## src/rtl/ilb_pkg.sv

```systemverilog
package ilb_pkg;
    localparam int LEN_W   = 2;
    localparam int MIN_LEN = 5;
    localparam int CODE_W  = MIN_LEN + (1 << LEN_W) - 1;
    localparam int PH_W    = $clog2(CODE_W);

    typedef enum logic [1:0] {
        SEL_PASS  = 2'd0,
        SEL_ACT   = 2'd1,
        SEL_DEACT = 2'd2
    } tx_sel_e;

    function automatic logic [3:0] pat_bits(input logic [LEN_W-1:0] f);
        return 4'(MIN_LEN) + 4'(f);
    endfunction

    function automatic logic [CODE_W-1:0] pat_mask(input logic [LEN_W-1:0] f);
        logic [CODE_W-1:0] m;
        for (int i = 0; i < CODE_W; i++) m[i] = (i < int'(pat_bits(f)));
        return m;
    endfunction
endpackage

```

## src/rtl/ilb_tx_gen.sv

```systemverilog
module ilb_tx_gen
    import ilb_pkg::*;
(
    input  logic              clk,
    input  logic              rst_n,
    input  logic              bit_en,
    input  logic              data_in,
    input  logic              send_act,
    input  logic              send_deact,
    input  logic              send_seq,
    input  logic [LEN_W-1:0]  act_len,
    input  logic [CODE_W-1:0] act_code,
    input  logic [LEN_W-1:0]  deact_len,
    input  logic [CODE_W-1:0] deact_code,
    output logic              data_out
);
    typedef struct packed {
        tx_sel_e         sel;
        logic [PH_W-1:0] phase;
        logic            dout;
    } tx_state_t;

    tx_state_t st_d, st_q;
    tx_sel_e   sel;
    logic [LEN_W-1:0]  len;
    logic [CODE_W-1:0] code;
    logic [3:0]        nbits;
    logic [3:0]        p;

    always_comb begin
        st_d = st_q;
        sel  = SEL_PASS;
        p    = '0;
        if (send_act && !send_deact && !send_seq)      sel = SEL_ACT;
        else if (send_deact && !send_act && !send_seq) sel = SEL_DEACT;
        len   = (sel == SEL_ACT) ? act_len  : deact_len;
        code  = (sel == SEL_ACT) ? act_code : deact_code;
        nbits = pat_bits(len);
        if (bit_en) begin
            st_d.sel = sel;
            if (sel == SEL_PASS) begin
                st_d.dout  = data_in;
                st_d.phase = '0;
            end else begin
                p = (sel != st_q.sel) ? 4'd0 : 4'(st_q.phase);
                if (p >= nbits) p = 4'd0;
                st_d.dout  = code[3'(nbits - 4'd1 - p)];
                st_d.phase = (p + 4'd1 == nbits) ? '0 : PH_W'(p + 4'd1);
            end
        end
    end

    always_ff @(posedge clk or negedge rst_n) begin
        if (!rst_n) st_q <= '{sel: SEL_PASS, phase: '0, dout: 1'b0};
        else        st_q <= st_d;
    end

    assign data_out = st_q.dout;
endmodule

```

## src/rtl/ilb_rx_det.sv

```systemverilog
module ilb_rx_det
    import ilb_pkg::*;
#(
    parameter int PERSIST_E1 = 51200,
    parameter int PERSIST_T1 = 51199,
    parameter int BLOCK_BITS = 128
) (
    input  logic              clk,
    input  logic              rst_n,
    input  logic              bit_en,
    input  logic              rx_bit,
    input  logic              mode_t1,
    input  logic [LEN_W-1:0]  len,
    input  logic [CODE_W-1:0] code,
    output logic              det,
    output logic              irq
);
    localparam int PMAX  = (PERSIST_E1 > PERSIST_T1) ? PERSIST_E1 : PERSIST_T1;
    localparam int TMR_W = $clog2(PMAX + 2);
    localparam int BLK_W = $clog2(BLOCK_BITS);
    localparam int FIL_W = $clog2(CODE_W + 1);

    typedef struct packed {
        logic [CODE_W-1:0] hist;
        logic [FIL_W-1:0]  fill;
        logic              locked;
        logic [PH_W-1:0]   phase;
        logic [BLK_W-1:0]  blk;
        logic              err_seen;
        logic [TMR_W-1:0]  timer;
        logic              det;
        logic              irq;
    } det_state_t;

    det_state_t st_d, st_q;
    logic [3:0]       nbits;
    logic [3:0]       p;
    logic [TMR_W-1:0] thr;
    logic             mis;

    always_comb begin
        st_d     = st_q;
        st_d.irq = 1'b0;
        nbits    = pat_bits(len);
        thr      = mode_t1 ? TMR_W'(PERSIST_T1) : TMR_W'(PERSIST_E1);
        p        = '0;
        mis      = 1'b0;
        if (bit_en) begin
            st_d.hist = {st_q.hist[CODE_W-2:0], rx_bit};
            if (st_q.fill != FIL_W'(CODE_W)) st_d.fill = st_q.fill + 1'b1;
            if (!st_q.locked) begin
                if (4'(st_d.fill) >= nbits &&
                    ((st_d.hist ^ code) & pat_mask(len)) == '0) begin
                    st_d.locked   = 1'b1;
                    st_d.phase    = '0;
                    st_d.blk      = '0;
                    st_d.err_seen = 1'b0;
                    st_d.timer    = '0;
                end
            end else begin
                p = 4'(st_q.phase);
                if (p >= nbits) p = 4'd0;
                mis        = (rx_bit != code[3'(nbits - 4'd1 - p)]);
                st_d.phase = (p + 4'd1 == nbits) ? '0 : PH_W'(p + 4'd1);
                if (mis && st_q.err_seen) begin
                    st_d.locked = 1'b0;
                    st_d.timer  = '0;
                    st_d.det    = 1'b0;
                end else begin
                    if (st_q.blk == BLK_W'(BLOCK_BITS - 1)) begin
                        st_d.blk      = '0;
                        st_d.err_seen = 1'b0;
                    end else begin
                        st_d.blk      = st_q.blk + 1'b1;
                        st_d.err_seen = st_q.err_seen | mis;
                    end
                    if (st_q.timer <= thr) st_d.timer = st_q.timer + 1'b1;
                    if (st_d.timer > thr)  st_d.det   = 1'b1;
                end
            end
        end
        st_d.irq = (st_d.det != st_q.det);
    end

    always_ff @(posedge clk or negedge rst_n) begin
        if (!rst_n) st_q <= '0;
        else        st_q <= st_d;
    end

    assign det = st_q.det;
    assign irq = st_q.irq;
endmodule

```

## src/rtl/ilb_codec.sv

```systemverilog
module ilb_codec
    import ilb_pkg::*;
#(
    parameter int PERSIST_E1 = 51200,
    parameter int PERSIST_T1 = 51199,
    parameter int BLOCK_BITS = 128
) (
    input  logic       clk,
    input  logic       rst_n,
    input  logic       bit_en,
    input  logic       mode_t1,
    input  logic       tx_data_in,
    input  logic       send_act,
    input  logic       send_deact,
    input  logic       send_seq,
    input  logic [1:0] act_len,
    input  logic [7:0] act_code,
    input  logic [1:0] deact_len,
    input  logic [7:0] deact_code,
    input  logic       rx_data_in,
    output logic       tx_data_out,
    output logic       act_det,
    output logic       deact_det,
    output logic       act_irq,
    output logic       deact_irq
);
    localparam int N_CODES = 2;

    logic [LEN_W-1:0]  len_arr  [N_CODES];
    logic [CODE_W-1:0] code_arr [N_CODES];
    logic [N_CODES-1:0] det_v, irq_v;

    assign len_arr[0]  = act_len;
    assign len_arr[1]  = deact_len;
    assign code_arr[0] = act_code;
    assign code_arr[1] = deact_code;

    ilb_tx_gen u_tx (
        .clk        (clk),
        .rst_n      (rst_n),
        .bit_en     (bit_en),
        .data_in    (tx_data_in),
        .send_act   (send_act),
        .send_deact (send_deact),
        .send_seq   (send_seq),
        .act_len    (act_len),
        .act_code   (act_code),
        .deact_len  (deact_len),
        .deact_code (deact_code),
        .data_out   (tx_data_out)
    );

    for (genvar k = 0; k < N_CODES; k++) begin : g_det
        ilb_rx_det #(
            .PERSIST_E1 (PERSIST_E1),
            .PERSIST_T1 (PERSIST_T1),
            .BLOCK_BITS (BLOCK_BITS)
        ) u_det (
            .clk     (clk),
            .rst_n   (rst_n),
            .bit_en  (bit_en),
            .rx_bit  (rx_data_in),
            .mode_t1 (mode_t1),
            .len     (len_arr[k]),
            .code    (code_arr[k]),
            .det     (det_v[k]),
            .irq     (irq_v[k])
        );
    end

    assign act_det   = det_v[0];
    assign deact_det = det_v[1];
    assign act_irq   = irq_v[0];
    assign deact_irq = irq_v[1];
endmodule

```

## config.mk

```make
export PLATFORM = sky130hd
export DESIGN_NAME = ilb_codec
export DESIGN_NICKNAME = d
export VERILOG_FILES = /design/src/rtl/ilb_pkg.sv /design/src/rtl/ilb_tx_gen.sv /design/src/rtl/ilb_rx_det.sv /design/src/rtl/ilb_codec.sv
export SDC_FILE = /design/constraint.sdc
export NUM_CORES = 1
export LEC_CHECK = 0
export BUFFER_PORTS_ARGS = -buffer_cell sky130_fd_sc_hd__buf_2
export CORE_MARGIN = 10
export CORE_UTILIZATION = 25
export DETAILED_ROUTE_END_ITERATION = 10
export GPL_ROUTABILITY_DRIVEN = 1
export PLACE_DENSITY = 0.47
export SLEW_MARGIN = 20
export SYNTH_ARGS = -nofsm -noshare
export SYNTH_HDL_FRONTEND = slang
export SYNTH_SLANG_ARGS = --single-unit
```

## constraint.sdc

```tcl
create_clock -name clk -period 3.4 [get_ports clk]
set_input_delay 0.34 -clock clk [delete_from_list [all_inputs] [get_ports clk]]
set_output_delay 0.34 -clock clk [all_outputs]
set_load 0.005 [all_outputs]
```

# After elaboration in Yosys (flattened, before gate mapping)
# Cells that the tools add are included.
[totals]
regBits = 88
out_inout_bits = 5
[op_classes]
add_sub_neg = 18
magnitude_cmp = 28
n_eq_ne = 15
n_mux = 55
n_bitwise = 6
n_reduce_logical = 20
[ops]
columns = ["cell", "n"]
rows = [
  ["$mux W16", 8],
  ["$mux W28", 4],
  ["$mux W4", 12],
  ["$mux W8", 5],
  ["$mux W17", 2],
  ["$add A16 B1 Y16 const B", 2],
  ["$gt A16 B16 Y1", 2],
  ["$le A16 B16 Y1", 2],
  ["$lt A3 B4 Y1 const A", 8],
  ["$add A4 B1 Y4 const B", 5],
  ["$mux W3", 6],
  ["$and A8 B8 Y8", 2],
  ["$logic_not A8 Y1", 2],
  ["$lt A1 B4 Y1 const A", 4],
  ["$lt A2 B4 Y1 const A", 4],
  ["$xor A8 B8 Y8", 2],
  ["$add A7 B1 Y7 const B", 2],
  ["$eq A7 B7 Y1 const B", 2],
  ["$add A3 B2 Y4 const A", 3],
  ["$eq A4 B4 Y1", 3],
  ["$ge A3 B4 Y1", 3],
  ["$lt A3 B4 Y1 const B", 3],
  ["$mux W12", 1],
  ["$mux W1", 11],
  ["17 further kinds", 44],
]

# Logic depth before layout (Yosys ltp)
[logic_depth]
ltp_word = 19
depth_mapped = 20

# By module
# From an unflattened synthesis, not the netlist that was laid out.
[hier_totals]
hier_cells = 834
area_unflattened_um2 = 7681.1
[modules_own_cells]
columns = ["mod", "n_inst", "cells_per_inst", "area_each_um2", "seq_area_each_um2"]
rows = [
  ["ilb_rx_det (g_det[1].u_det)", 1, 369, 3463.3, 1026.0],
  ["ilb_rx_det (g_det[0].u_det)", 1, 385, 3459.6, 1026.0],
  ["ilb_tx_gen", 1, 80, 758.2, 150.1],
]

# Least setup slack after synthesis
# No wires, ideal clock.
[synth_timing]
kind = "in2reg"
startpoint = "in mode_t1"
endpoint = "reg g_det[1].u_det.st_q (netlist bit g_det[1].u_det.irq)"
setup_ps = 132
t_arrival_ps = 4225
slack_ps = -957
stages = 16
n_path_buf = 0
path_cell_list = "inv_1 > ha_1 > nand4_1 > or4_4 > nor3_2 > o21ba_2 > nor3_2 > nand3_1 > xnor2_1 > ha_1 > nand4_1 > or3_1 > o21ai_0 > a211oi_1 > o211ai_1 > a31oi_1"
[synth_lines]
columns = ["element", "line", "source"]
rows = [
  ["from (decl)", "ilb_codec.sv:11", "input logic mode_t1,"],
  ["to (signal assigned)", "ilb_rx_det.sv:87", "else st_q <= st_d;"],
  ["to (decl)", "ilb_rx_det.sv:35", "det_state_t st_d, st_q;"],
]

# Worst setup path after layout
[layout_timing]
startpoint = "reg u_tx.st_q[4] (netlist name)"
endpoint = "reg u_tx.st_q[1] (netlist name)"
[layout_between]
elab_chain_len = 10
[layout_rtl]
columns = ["element", "line", "source"]
rows = [
  ["from (decl)", "ilb_tx_gen.sv:23", "tx_state_t st_d, st_q;"],
  ["from (signal assigned)", "ilb_tx_gen.sv:54", "if (!rst_n) st_q <= '{sel: SEL_PASS, phase: '0, dout: 1'b0};"],
  ["from (signal assigned)", "ilb_tx_gen.sv:55", "else st_q <= st_d;"],
  ["$ne A2 B2 Y1 *", "ilb_tx_gen.sv:45", "p = (sel != st_q.sel) ? 4'd0 : 4'(st_q.phase);"],
  ["$mux W3 *", "ilb_tx_gen.sv:45", ""],
  ["$ge A3 B4 Y1", "ilb_tx_gen.sv:46", "if (p >= nbits) p = 4'd0;"],
  ["$mux W4 *", "ilb_tx_gen.sv:46", ""],
  ["$mux W4 *", "ilb_tx_gen.sv:41", "if (sel == SEL_PASS) begin"],
  ["$mux W4 *", "ilb_tx_gen.sv:39", "if (bit_en) begin"],
  ["$add A4 B1 Y4 *", "ilb_tx_gen.sv:48", "st_d.phase = (p + 4'd1 == nbits) ? '0 : PH_W'(p + 4'd1);"],
  ["$eq A4 B4 Y1", "ilb_tx_gen.sv:48", ""],
  ["$mux W3 *", "ilb_tx_gen.sv:48", ""],
  ["$mux W4 *", "ilb_tx_gen.sv:41", ""],
]
# Every way passes the cells marked *; elsewhere a longest branch is shown, timed or not. The select of a mux whose other input is x is not followed.
# A chain may end at the register's enable or synchronous reset.

==> out/results.ini <==
[final_layout]
nets = 1133
fillers = 2742
finish.instance_area_um2 = 10550
mostFrequentLayoutCells = 183 x buf_4, 81 x dfrtp_1, 66 x ha_1
area_delta_synth_final_pct = 49.11
instances_no_fill = 1400
final_util_pct = 37.88
regArea_um2 = 2027
multi_input_area_um2 = 5625
drive_gt1_share_pct = 42.07
final_common_cell = buf_4
diodes = 0

[floorplanning]
ios = 34
die-area_um2 = 35440
core-area_um2 = 27860
floorplan.initialDensity_pct = 25.41
fp.dieH_um = 188.3
placementRows = 61
die_x_um = 188.3

[worst_setup_path]
cp.required_ps = 3640
critPathLaunchType = flop
cp.buffers_inverters = 17
critPathMostFrequentCell = buf_4
cp_max_fo = 3
rrSetupSlack_ps = -470
slowest_stage = dfrtp_1
max_stage_delay_ps = 370
critPathTopFamily = buffers and inverters
critPathKind = reg2reg
end_kind = flop
ff2ff_path_depth = 25
cp.depth = 25
crit_arrival_ps = 4110

[clocking]
insertion_delay_ps = 350
htree_levels = 3
clockBufferDepth = 2
clock-sinks = 81
cts_tree = yes
cts_hold_buf = 0
clockRootBuffer = clkbuf_16
clkTransAtPathRegs_ps = 70
numCtsBuffers = 9

[power_and_ir_drop]
p_int_mw = 3.610
irDropWorstVdd_uv = 224.6
sequentialPowerShare_pct = 24.6
p_leak_nw = 4.674
p_switching_mw = 2.319
p_clk_share_pct = 18.9
switching_share_pct = 39.12
pwr-share-comb_pct = 56.5
power.density_nw_per_um2 = 561.8

[placed_design]
dpl.hpwl_mm = 15.44
port_buffers = 33
post-place-ws_ps = -934.8
place_area_um2 = 8889
gp_congestion = 0.8343
dp.cells = 1324

[global_routing]
grt_start_max_net_pins = 71
antenna_found_initial = 0
grt_pass1_vias = 6957
grt_pass1_wl_mm = 35.42
grt_overflow_total = 0
groute.usage.overall_pct = 12.06

[sta]
layout_setup_ws_ps = -466.9
period_share_pct = 113.7
relSlewSlack_pct = 35.87
finalSetupViolCount = 55
fin_crit_ps = 3867
hold_viol = 0
rsz0062_at_grt = true
fin_skew_ps = 6.726
fmax_mhz = 258.6
drv_slew = 0
max_slew.worst_pin.slew_ps = 961.9
setup_tns_ps = -11940

[drt]
dr_wl_met2_mm = 11.01
vias = 6797
routed_wl_mm = 21.81
route.top_layer_used = met4
met1_length_mm = 10.01
drt_first_pass_iters = 4
ant_nets = 0
drt_iter0_drc = 364
drcViolationCount = 0
wl_per_cell_um = 15.58
wl_met3_um = 386
vias_per_cell = 4.855

[logic_synthesis]
synthCells = 792
synth-seq-cells = 81
netlist_area_um2 = 7078
yosys_warnings = 0
ys.flop_type = dfrtp_1
synth-seq-area-share_pct = 28.64
syn_avg_cell_area_um2 = 8.937
async_reset_ff_share_pct = 100.0
syn_nets = 907
synth_enable_flop_cells = 0
synth_cell_types = 72

[outcome]
status = finished, violations left
violations = negative setup slack

[min_path]
min_path_type = in2async

[run]
max_cap_viol_count = 0

-- Yosys cell counts, types with 10 or more instances --
cell	count	share of area (%)
dfrtp_1	81	29
nand2b_1	16	1.4
clkbuf_1	13	0.69
and3_1	14	1.2
nand3_1	35	2.5
mux2_2	13	2.1
nor2_1	30	1.6
a31oi_1	25	2.2
nand2_1	70	3.7
ha_1	83	15
nor3_1	14	0.99
xor2_1	22	2.7
o211ai_1	10	1.1
xnor2_1	31	3.8
mux2i_1	14	2.0
nand4_1	21	1.9
inv_1	47	2.5
a21oi_1	53	3.7
o21ai_0	54	3.8
-- cell type report --
| class | instances | area share [%] |
|---|---|---|
| Multi-Input combinational cell | 638 | 53.30 |
| Timing Repair Buffer | 240 | 18.06 |
| Clock buffer | 11 | 2.395 |
| Tap cell | 378 | 4.481 |
| Clock inverter | 4 | 0.7232 |
| Sequential cell | 81 | 19.21 |
| Inverter | 48 | 1.838 |
-- path summary, 6_finish.rpt --
check	startpoint	end
max in group asynchronous	rst_n	g_det[1].u_det.st_q[24]
worst min register to register	g_det[1].u_det.st_q[24]	g_det[1].u_det.st_q[24]
min in group clk	tx_data_in	u_tx.data_out
worst max-delay path	u_tx.st_q[4]	u_tx.st_q[1]
worst min-delay path	rst_n	g_det[0].u_det.st_q[2]
worst max register to register	u_tx.st_q[4]	u_tx.st_q[1]
-- power groups by stage --
stage / logic (mW) / clock network [mW] / registers (mW)
floorplan: 1.78 / 0 / 1.41
global placement: 2.64 / 0 / 1.45
detailed placement: 2.67 / 0 / 1.45
CTS: 3.15 / 1.14 / 1.45
global route: 3.72 / 1.19 / 1.50
finish: 3.35 / 1.12 / 1.46
-- cell families after synthesis --
family                   after synthesis  share of synthesized area [%]
AND/OR/NAND/NOR                      246                          18.14
AO/OA/AOI/OAI                        218                          20.15
adder cells (fa/ha/maj)               86                          15.52
flip-flops                            81                          28.64
buffers and inverters                 73                          4.402
XOR/XNOR                              53                          6.558
multiplexers                          35                          6.593
-- worst register-to-register path, stage by stage (launching register included) --
cell      delay (ps)
dfrtp_1          370
buf_4            140
buf_4            150
o32ai_4          280
nand2_2          120
ha_4             220
nand2b_4         140
a21oi_4          160
nor2_2            60
a21oi_2          170
inv_2             80
buf_4            140
buf_4            120
buf_4            120
buf_4            120
buf_4            120
buf_4            120
buf_4            120
buf_4            120
buf_4            120
buf_4            120
buf_4            120
buf_4            120
buf_4            120
buf_4            120
a32o_1           200
-- sequential cells by signal, indices dropped and copies added (netlist names) --
name	cells
u_tx.st_q	5
g_det.u_det.irq	2
g_det.u_det.st_q	71
g_det.u_det.det	2
u_tx.data_out	1
-- repair_timing --
| item | in CTS | in global routing |
|---|---|---|
| hold endpoints to repair | 0 | 0 |
| buffers inserted | 40 | 20 |
| setup endpoints to repair | 55 | 58 |
| gates resized for setup | 116 | 67 |
| pin swaps | 69 | 56 |
| gates cloned | 5 | 1 |
-- metal layers --
layer,up-vias,GRT usage (%)
li1,3397,-
met1,3316,14.85
met2,60,21.37
met3,24,1.329
met4,0,3.969
met5,-,0
-- through the flow --
stage / hold slack (ps) / power (mW)
global placement: 463.4 / 4.097
global route: 218.6 / 6.409
detailed placement: 466.1 / 4.120
floorplan: 44.41 / 3.198
CTS: 195.7 / 5.744
finish: 127.5 / 5.929
Power figures use the tool's default switching activity.
